<file path="src/rtl/tmds_align_pkg.sv">
// Package: shared widths, types and control-codeword recognition for the
// TMDS lane aligner. Assumes a 5-bit deserializer slice per fast clock.
package tmds_align_pkg;

    localparam int SLICE_W = 5;
    localparam int SYM_W   = 2 * SLICE_W;
    localparam int HIST_W  = 2 * SYM_W;
    localparam int OFF_W   = $clog2(SYM_W);

    typedef logic [SLICE_W-1:0] slice_t;
    typedef logic [SYM_W-1:0]   sym_t;
    typedef logic [HIST_W-1:0]  hist_t;
    typedef logic [OFF_W-1:0]   off_t;

    localparam off_t OFF_LAST = off_t'(SYM_W - 1);

    // True when the symbol exactly equals one of the four control codewords.
    function automatic logic is_ctrl_word(sym_t s);
        return (s == 10'b1101010100) || (s == 10'b0010101011) ||
               (s == 10'b0101010100) || (s == 10'b1010101011);
    endfunction

endpackage

</file>
<file path="src/rtl/tmds_slice_gearbox.sv">
// Module: tmds_slice_gearbox
// Pairs consecutive 5-bit slices into 10-bit words and shifts each word
// into a 20-bit history, where bit 0 is the oldest bit.
// Assumes: slice bit 0 is earliest in time, and the first slice of a pair is
// the lower half. The pairing phase starts on the first clock after reset.
module tmds_slice_gearbox
    import tmds_align_pkg::*;
(
    input  logic   clk,
    input  logic   rst_n,
    input  slice_t slice_i,
    output hist_t  hist_o,
    output logic   hist_vld_o
);

    logic   phase_q;
    slice_t low_q;
    hist_t  hist_q;
    logic   vld_q;

    // Toggle the pair phase, hold the low slice, and push a full word into the history.
    always_ff @(posedge clk) begin
        if (!rst_n) begin
            phase_q <= 1'b0;
            low_q   <= '0;
            hist_q  <= '0;
            vld_q   <= 1'b0;
        end else begin
            phase_q <= ~phase_q;
            vld_q   <= phase_q;
            if (!phase_q) begin
                low_q <= slice_i;
            end else begin
                hist_q <= {slice_i, low_q, hist_q[HIST_W-1:SYM_W]};
            end
        end
    end

    assign hist_o     = hist_q;
    assign hist_vld_o = vld_q;

    // a new history word never appears on two adjacent clocks.
    a_r2_hist_spaced: assert property (@(posedge clk) disable iff (!rst_n)
        hist_vld_o |=> !hist_vld_o);

    // the history shifts only in the cycle right after a word is completed.
    a_r1_hist_moves_on_word: assert property (@(posedge clk) disable iff (!rst_n)
        !$stable(hist_o) |-> hist_vld_o);

endmodule

</file>
<file path="src/rtl/tmds_window_select.sv">
// Module: tmds_window_select
// Picks a 10-bit symbol out of the 20-bit history at the given bit offset
// and registers it together with a valid strobe.
// Assumes: the offset is in the range 0..SYM_W-1.
module tmds_window_select
    import tmds_align_pkg::*;
(
    input  logic  clk,
    input  logic  rst_n,
    input  hist_t hist_i,
    input  logic  hist_vld_i,
    input  off_t  off_i,
    output sym_t  sym_o,
    output logic  sym_vld_o
);

    sym_t cand [SYM_W];
    sym_t sym_q;
    logic vld_q;

    // One candidate symbol for each possible bit offset.
    for (genvar k = 0; k < SYM_W; k++) begin : g_cand
        assign cand[k] = hist_i[k +: SYM_W];
    end

    // Capture the candidate at the current offset whenever the history has a new word.
    always_ff @(posedge clk) begin
        if (!rst_n) begin
            sym_q <= '0;
            vld_q <= 1'b0;
        end else begin
            vld_q <= hist_vld_i;
            if (hist_vld_i) begin
                sym_q <= cand[off_i];
            end
        end
    end

    assign sym_o     = sym_q;
    assign sym_vld_o = vld_q;

    // the offset presented to the mux stays within 0..9.
    a_r9_off_in_range: assert property (@(posedge clk) disable iff (!rst_n)
        off_i <= OFF_LAST);

    // the symbol valid strobe is spaced by at least one idle clock.
    a_r2_sym_spaced: assert property (@(posedge clk) disable iff (!rst_n)
        sym_vld_o |=> !sym_vld_o);

endmodule

</file>
<file path="src/rtl/tmds_lock_search.sv">
// Module: tmds_lock_search
// Counts symbols in windows of WIN_SYMS and records whether a control
// codeword was seen. A window without one advances the bit offset by one,
// wrapping from 9 to 0. LOCK_WINS windows in a row that each held one raise the lock flag.
// Assumes: sym_vld_i is a single-cycle strobe for each symbol.
module tmds_lock_search
    import tmds_align_pkg::*;
#(
    parameter int WIN_SYMS  = 1 << 20,
    parameter int LOCK_WINS = 4
) (
    input  logic clk,
    input  logic rst_n,
    input  sym_t sym_i,
    input  logic sym_vld_i,
    output off_t off_o,
    output logic locked_o
);

    localparam int CNT_W = (WIN_SYMS > 2) ? $clog2(WIN_SYMS) : 1;
    localparam int LCK_W = $clog2(LOCK_WINS + 1);
    localparam logic [CNT_W-1:0] WIN_LAST  = CNT_W'(WIN_SYMS - 1);
    localparam logic [LCK_W-1:0] LOCK_FULL = LCK_W'(LOCK_WINS);
    localparam logic [LCK_W-1:0] LOCK_PRE  = LCK_W'(LOCK_WINS - 1);

    logic [CNT_W-1:0] win_cnt_q;
    logic [LCK_W-1:0] good_cnt_q;
    logic             hit_q;
    logic             locked_q;
    off_t             off_q;
    logic             sym_hit;
    logic             win_end;
    logic             win_good;

    // Decode the control-codeword hit and the last symbol of the window.
    always_comb begin
        sym_hit  = sym_vld_i && is_ctrl_word(sym_i);
        win_end  = sym_vld_i && (win_cnt_q == WIN_LAST);
        win_good = hit_q || sym_hit;
    end

    // Window bookkeeping: count symbols, then at the window end either slip or credit lock.
    always_ff @(posedge clk) begin
        if (!rst_n) begin
            win_cnt_q  <= '0;
            good_cnt_q <= '0;
            hit_q      <= 1'b0;
            locked_q   <= 1'b0;
            off_q      <= '0;
        end else if (win_end) begin
            win_cnt_q <= '0;
            hit_q     <= 1'b0;
            if (win_good) begin
                if (good_cnt_q != LOCK_FULL) begin
                    good_cnt_q <= good_cnt_q + 1'b1;
                end
                if (good_cnt_q >= LOCK_PRE) begin
                    locked_q <= 1'b1;
                end
            end else begin
                off_q      <= (off_q == OFF_LAST) ? '0 : off_q + 1'b1;
                good_cnt_q <= '0;
                locked_q   <= 1'b0;
            end
        end else if (sym_vld_i) begin
            win_cnt_q <= win_cnt_q + 1'b1;
            hit_q     <= win_good;
        end
    end

    assign off_o    = off_q;
    assign locked_o = locked_q;

    // the offset only ever steps by one bit and wraps after 9.
    a_r5_single_step: assert property (@(posedge clk) disable iff (!rst_n)
        !$stable(off_q) |-> (off_q == (($past(off_q) == OFF_LAST) ? '0 : $past(off_q) + 1'b1)));

    // a slip leaves the lane unlocked.
    a_r6_slip_unlocks: assert property (@(posedge clk) disable iff (!rst_n)
        !$stable(off_q) |-> !locked_o);

    // lock can only rise at the end of a window.
    a_r4_lock_on_window_end: assert property (@(posedge clk) disable iff (!rst_n)
        $rose(locked_o) |-> $past(win_end));

    // the credit counter never passes its limit.
    a_r4_credit_bounded: assert property (@(posedge clk) disable iff (!rst_n)
        good_cnt_q <= LOCK_FULL);

endmodule

</file>
<file path="src/rtl/tmds_sym_aligner.sv">
// Module: tmds_sym_aligner (top)
// One TMDS lane: a 5-bit slice gearbox, a bit-offset symbol selector and a
// codeword-driven slip/lock search. Use one instance per colour lane.
// Assumes: clk runs at twice the pixel rate, and rst_n is synchronous and active low.
module tmds_sym_aligner
    import tmds_align_pkg::*;
#(
    parameter int WIN_SYMS  = 1 << 20,
    parameter int LOCK_WINS = 4
) (
    input  logic       clk,
    input  logic       rst_n,
    input  logic [4:0] slice_i,
    output logic [9:0] sym_o,
    output logic       sym_vld_o,
    output logic       locked_o
);

    hist_t hist;
    logic  hist_vld;
    off_t  off;
    sym_t  sym;
    logic  sym_vld;

    tmds_slice_gearbox u_gear (
        .clk       (clk),
        .rst_n     (rst_n),
        .slice_i   (slice_i),
        .hist_o    (hist),
        .hist_vld_o(hist_vld)
    );

    tmds_window_select u_sel (
        .clk       (clk),
        .rst_n     (rst_n),
        .hist_i    (hist),
        .hist_vld_i(hist_vld),
        .off_i     (off),
        .sym_o     (sym),
        .sym_vld_o (sym_vld)
    );

    tmds_lock_search #(
        .WIN_SYMS (WIN_SYMS),
        .LOCK_WINS(LOCK_WINS)
    ) u_search (
        .clk      (clk),
        .rst_n    (rst_n),
        .sym_i    (sym),
        .sym_vld_i(sym_vld),
        .off_o    (off),
        .locked_o (locked_o)
    );

    assign sym_o     = sym;
    assign sym_vld_o = sym_vld;

    // one clock after reset is sampled, the outputs are quiet.
    a_r7_reset_quiet: assert property (@(posedge clk)
        !rst_n |=> (!locked_o && !sym_vld_o && sym_o == '0));

endmodule

</file>
<file path="config.mk">
export PLATFORM = sky130hd
export DESIGN_NAME = tmds_sym_aligner
export DESIGN_NICKNAME = d
export VERILOG_FILES = /design/src/rtl/tmds_align_pkg.sv /design/src/rtl/tmds_slice_gearbox.sv /design/src/rtl/tmds_window_select.sv /design/src/rtl/tmds_lock_search.sv /design/src/rtl/tmds_sym_aligner.sv
export SDC_FILE = /design/constraint.sdc
export NUM_CORES = 1
export LEC_CHECK = 0
export BUFFER_PORTS_ARGS = -buffer_cell sky130_fd_sc_hd__buf_4
export CAP_MARGIN = 0
export CORE_ASPECT_RATIO = 0.9
export CORE_MARGIN = 3
export CORE_UTILIZATION = 54
export DETAILED_ROUTE_END_ITERATION = 7
export PLACE_DENSITY = 0.73
export RECOVER_POWER = 50
export SKIP_CTS_REPAIR_TIMING = 1
export SLEW_MARGIN = 20
export SYNTH_ARGS = -nofsm -noshare
export SYNTH_HDL_FRONTEND = slang
export SYNTH_SLANG_ARGS = --single-unit
</file>
<file path="constraint.sdc">
create_clock -name clk -period 1.75 [get_ports clk]
set_clock_uncertainty 0.05 [all_clocks]
set_input_delay 0.0875 -clock clk [delete_from_list [all_inputs] [get_ports clk]]
set_output_delay 0.0875 -clock clk [all_outputs]
set_load 0.05 [all_outputs]
</file>
### Yosys cells after proc, flatten, opt, wreduce, memory -nomap -nowiden

Index checks and enable logic that the tools add are counted.

| storage, ports and cells | value |
|---|---|
| register bits | 67 |
| input bits | 7 |
| output and inout port bits | 12 |

| cells by class | value |
|---|---|
| add/subtract/negate cells | 3 |
| $lt $le $gt $ge | 2 |
| equal/unequal tests | 9 |
| multiplexer cells | 8 |
| bitwise operators | 4 |
| reductions and logical operators | 10 |

Operators with widths:

| operator | count |
|---|---|
| $bmux W10 S4 | 1 |
| $add A20 B1 Y20 const B | 1 |
| $eq A10 B10 Y1 const B | 2 |
| $eq A20 B20 Y1 const B | 1 |
| $mux W10 | 2 |
| $eq A10 B8 Y1 const B | 1 |
| $eq A10 B9 Y1 const B | 1 |
| $mux W3 | 2 |
| $reduce_and A2 Y1 | 3 |
| $ge A5 B5 Y1 const B | 1 |
| $not A4 Y5 | 1 |
| $add A4 B1 Y4 const B | 1 |
| $eq A4 B4 Y1 const B | 1 |
| $logic_or A1 B1 Y1 | 4 |
| $mux W4 | 1 |
| $ne A2 B2 Y1 const B | 2 |
| $add A3 B1 Y3 const B | 1 |
| $ge A3 B2 Y1 const B | 1 |
| $ne A3 B3 Y1 const B | 1 |
| $not A1 Y1 | 3 |
| $logic_and A1 B1 Y1 | 2 |
| $mux W1 | 2 |
| $reduce_or A2 Y1 | 1 |

### Logic depth before layout (Yosys ltp)

| depth | value |
|---|---|
| depth after elaboration | 8 |
| gate-level depth with buffers | 7 |
| mapped depth without buffers | 6 |

### Hierarchy

From an unflattened synthesis, not the netlist that was laid out.

| second synthesis, totals | value |
|---|---|
| cells, all modules | 342 |
| area total of the unflattened synthesis | 3439.5 um^2 |

Modules (own cells, without submodules):

| module | times used | cells each | area an instance (um^2) | seq. area each (um^2) |
|---|---|---|---|---|
| tmds_lock_search | 1 | 159 | 1423.9 | 580.6 |
| tmds_slice_gearbox | 1 | 90 | 1027.2 | 540.5 |
| tmds_window_select | 1 | 93 | 988.4 | 220.2 |

### Worst setup path after synthesis

No wires, ideal clock.

| timing | value |
|---|---|
| kind | reg-to-reg |
| from | register u_sel.vld_q (netlist: u_sel.sym_vld_o) |
| to | register u_search.off_q[2] (netlist: u_search.off_o[2]) |
| setup time | 70 ps |
| data arrival time | 2028 ps |
| path slack | -398 ps |
| cell stages (with the launch flop) | 7 |
| buffers on the path | 1 |
| period minus slack after synthesis | 2148 ps |
| path through | dfxtp_1 > buf_2 > nand3_2 > nor4_4 > nand4_4 > or3_1 > a21oi_1 |

| on the way | value |
|---|---|
| cells in the longest elaborated chain, start to end | 4 |

RTL lines:

| what | RTL line | RTL |
|---|---|---|
| from (decl) | tmds_window_select.sv:19 | `logic vld_q;` |
| from (signal assigned) | tmds_window_select.sv:32 | `vld_q <= hist_vld_i;` |
| $logic_and A1 B1 Y1 | tmds_lock_search.sv:37 | `sym_hit = sym_vld_i && is_ctrl_word(sym_i);` |
| $logic_or A1 B1 Y1 | tmds_lock_search.sv:39 | `win_good = hit_q \|\| sym_hit;` |
| $not A1 Y1 (no source line) | n/a |  |
| $reduce_and A2 Y1 (no source line) (*) | n/a |  |
| to (signal assigned) | tmds_lock_search.sv:61 | `off_q <= (off_q == OFF_LAST) ? '0 : off_q + 1'b1;` |
| to (decl) | tmds_lock_search.sv:30 | `off_t off_q;` |

Every way passes the cells marked *; elsewhere a longest branch is shown, timed or not.
A chain may end at the register's enable or synchronous reset.

### Worst setup path in the final report

| timing | value |
|---|---|
| from | register u_search.off_q[0] (netlist: u_search.off_o[0]) |
| to | register u_sel.sym_q[6] (netlist: u_sel.sym_o[6]) |

| on the way | value |
|---|---|
| cells in the longest elaborated chain, start to end | 4 |

RTL lines:

| what | RTL line | RTL |
|---|---|---|
| $not A4 Y5 (not written as such) | tmds_window_select.sv:34 | `sym_q <= cand[off_i];` |
| $bmux W10 S4 | tmds_window_select.sv:34 |  |
| $mux W10 (not written as such) (2 in series) | tmds_window_select.sv:34 |  |
| to (signal assigned) | tmds_window_select.sv:34 |  |
| to (decl) | tmds_window_select.sv:18 | `sym_t sym_q;` |

Every way passes these cells. The select of a mux whose other input is x is not followed.

==> results.cfg <==
[worst_setup_path]
r2r_cells = 6
reg2reg_to = u_sel.sym_o[6]
endpoint = u_sel.sym_o[6]
worstSetupPathType = reg2reg
cp.arrival_ns = 1.94
reg2reg_slack_ns = 0.04
end_kind = flop
startpoint = u_search.off_o[0]
crit_chain = clkbuf_16, mux2i_2, mux4_2, o221ai_1, o21ai_0, nor2_1
critPathLaunchType = flop
worstPathMaxFanout = 10
timing.rr.start = u_search.off_o[0]
max_stage_delay_ns = 0.49
critPathSlowestCell = mux4_2
crit_required_ns = 1.98

[clock_network]
root_buffer = clkbuf_8
clock_path_buffers = 2
cts_made_buffers = 9
h-tree-depth = 3
cts_tree = built
clk_latency_ns = 0.35
clk_pin_slew_ns = 0.08
cts_sinks = 67

[grt]
grt_max_degree = 46
grt_pass1_vias = 2337
track_usage = 0.205
grt_first_pass_wirelength_mm = 11.1
antenna_found_initial = 0
overflow = 0

[placed_design]
hpwl_mm = 4.58
port_buffers = 18
gp_congestion = 0.831
place_ws_ns = -0.0196
dp_cells = 428

[final_layout]
diodes = 0
final_layout_size_suffix_gt1_frac = 0.287
stdcell_count = 453
fill_cells = 442
finish.net_count = 389
syn_to_final_growth_pct = 25.6

[synthesis]
ys_ff_latch = 67
synth_area_leaders = dfxtp_1, mux2i_1, mux4_2, nor2_1, xnor2_1
synth_edf_count = 0
synth.top_cell.area_share = 0.417
synth_warnings = 0
synth_top_cells_by_count = dfxtp_1, nor2_1, mux2i_1
synth_top_family_by_area = simple AND/OR/NAND/NOR gates
synthCells = 336
ys_types = 45
async_flop_share = 0
synth_fa_ha_area_frac = 0.0156
synth_area_leader_cell = dfxtp_1
avgSynthCellArea_um2 = 9.57
synth_compound_area_frac = 0.0840
syn_area_um2 = 3220
synthSimpleGateAreaFrac = 0.210
synthFlopType = dfxtp_1
ys_seq_area_frac = 0.417
synth_nets = 347
synth.most_common_cell = dfxtp_1
synth.area.mux_share = 0.179
synth_xor_area_frac = 0.0572

[pwr]
p_per_area_nw_per_um2 = 858
total_leakage_power_nw = 1.44
vdd_ir_drop_max_v = 0.000779
p_total_mw = 3.47

[min_path]
min_path_type = reg2reg

[timing]
finalCritPeriodShare = 0.976
slew_viol_final = 0
hold_viol_final = 0
setup_viol = 0
slew_headroom = 0.514
final.setup.worst_slack_ns = 0.0413
min_period_ns = 1.71
max_freq_mhz = 585
worstMarginPinSlew_ns = 0.727
rsz0062_at_grt = true

[drt]
first_pass_iters = 4
num_vias = 2554
postRouteAntennaNets = 0
drt_wl_total_mm = 6.64
vias_per_cell = 5.64
wire_per_inst_um = 14.6
drcViolationCount = 0
drtIter0Drc = 205

[floorplan]
dieArea_um2 = 6920
core_area_um2 = 5730
rows = 26
io-pin-count = 19
die_y_um = 79.2
initial_core_util = 0.562
die_w_um = 87.4

[status]
status = finished, final reports clean

[job]
drv_cap = 0
cell usage in the layout, fill, tap and decap left out, drive strengths merged, types with 6 or more instances in the layout:
cell type,instances
dfxtp,67
nor2,56
buf,43
mux2i,35
nand2,15
a21oi,12
nand4,12
clkbuf,12
o21ai,12
xnor2,11
inv,11
nand2b,10
mux4,10
xor2,10
o221ai,10
nand3,10
dlygate4sd3,6
layout make-up:
| class | instances | area, um^2 | share of cell area |
|---|---|---|---|
| multi-input cells | 239 | 1870 | 0.462 |
| well taps | 70 | 87.6 | 0.0217 |
| clock buffers | 10 | 138 | 0.0341 |
| inverters | 10 | 37.5 | 0.00929 |
| clock inverters | 6 | 111 | 0.0276 |
| flip-flops and latches | 67 | 1370 | 0.340 |
| repair buffers | 51 | 425 | 0.105 |
power breakdown:
| part | switching [mW] | total (mW) | internal (mW) |
|---|---|---|---|
| Sequential | 0.0427 | 1.61 | 1.56 |
| Clock | 0.593 | 1.58 | 0.987 |
| Combinational | 0.163 | 0.278 | 0.115 |
metrics by stage:
stage	area (um^2)	hold slack (ns)	setup TNS, ns	utilization
after floorplan	3240	0.185	-0.000316	-
after global placement	3560	0.284	0	0.622
after detailed placement	3560	0.292	-0.180	0.622
after CTS	3810	-0.0784	-0.633	0.666
after global routing	4040	0.442	-0.510	0.705
final	4040	0.423	0	0.705
worst min path at each step:
stage / start / to / depth (start not counted)
floorplan: slice_i[4] / u_gear.hist_o[19] / 2
global placement: slice_i[3] / u_gear.hist_o[18] / 3
detailed placement: slice_i[1] / u_gear.hist_o[16] / 3
CTS: slice_i[1] / u_gear.hist_o[16] / 3
global route: u_gear.low_q[3] / u_gear.hist_o[13] / 2
finish: u_gear.low_q[4] / u_gear.hist_o[14] / 2
cells by family (layout without fill, tap and decap cells):
group                      Yosys count  in the layout
buffers and inverters               30             77
AOI/OAI and AO/OA                   42             42
muxes                               45             45
DFF                                 67             67
and+or+nand+nor                    127            127
xor gates and xnor gates            21             21
adders and majority gates            4              4
critical path, delay by kind of cell (launching register included):
kind / cells / cell delay (ns)
simple gates: 1 / 0.10
buf+inv: 1 / 0.17
compound gates: 2 / 0.29
flops: 1 / 0.35
mux: 2 / 0.68
sequential cells by signal, indices dropped and copies added, names as in the netlist, 3 cells and up:
| signal | count |
|---|---|
| u_search.win_cnt_q | 20 |
| u_gear.hist_o | 20 |
| u_gear.low_q | 5 |
| u_sel.sym_o | 10 |
| u_search.off_o | 4 |
| u_search.good_cnt_q | 3 |
routing by layer:
layer / GRT usage / vias to the layer above / part of all wire
li1: - / 1290 / -
met1: 0.294 / 1188 / 0.50
met2: 0.279 / 66 / 0.43
met3: 0.0633 / 10 / 0.055
met4: 0.0905 / 0 / 0.017
met5: 0 / - / 0
Note: power is estimated with default switching activity, not from simulation.
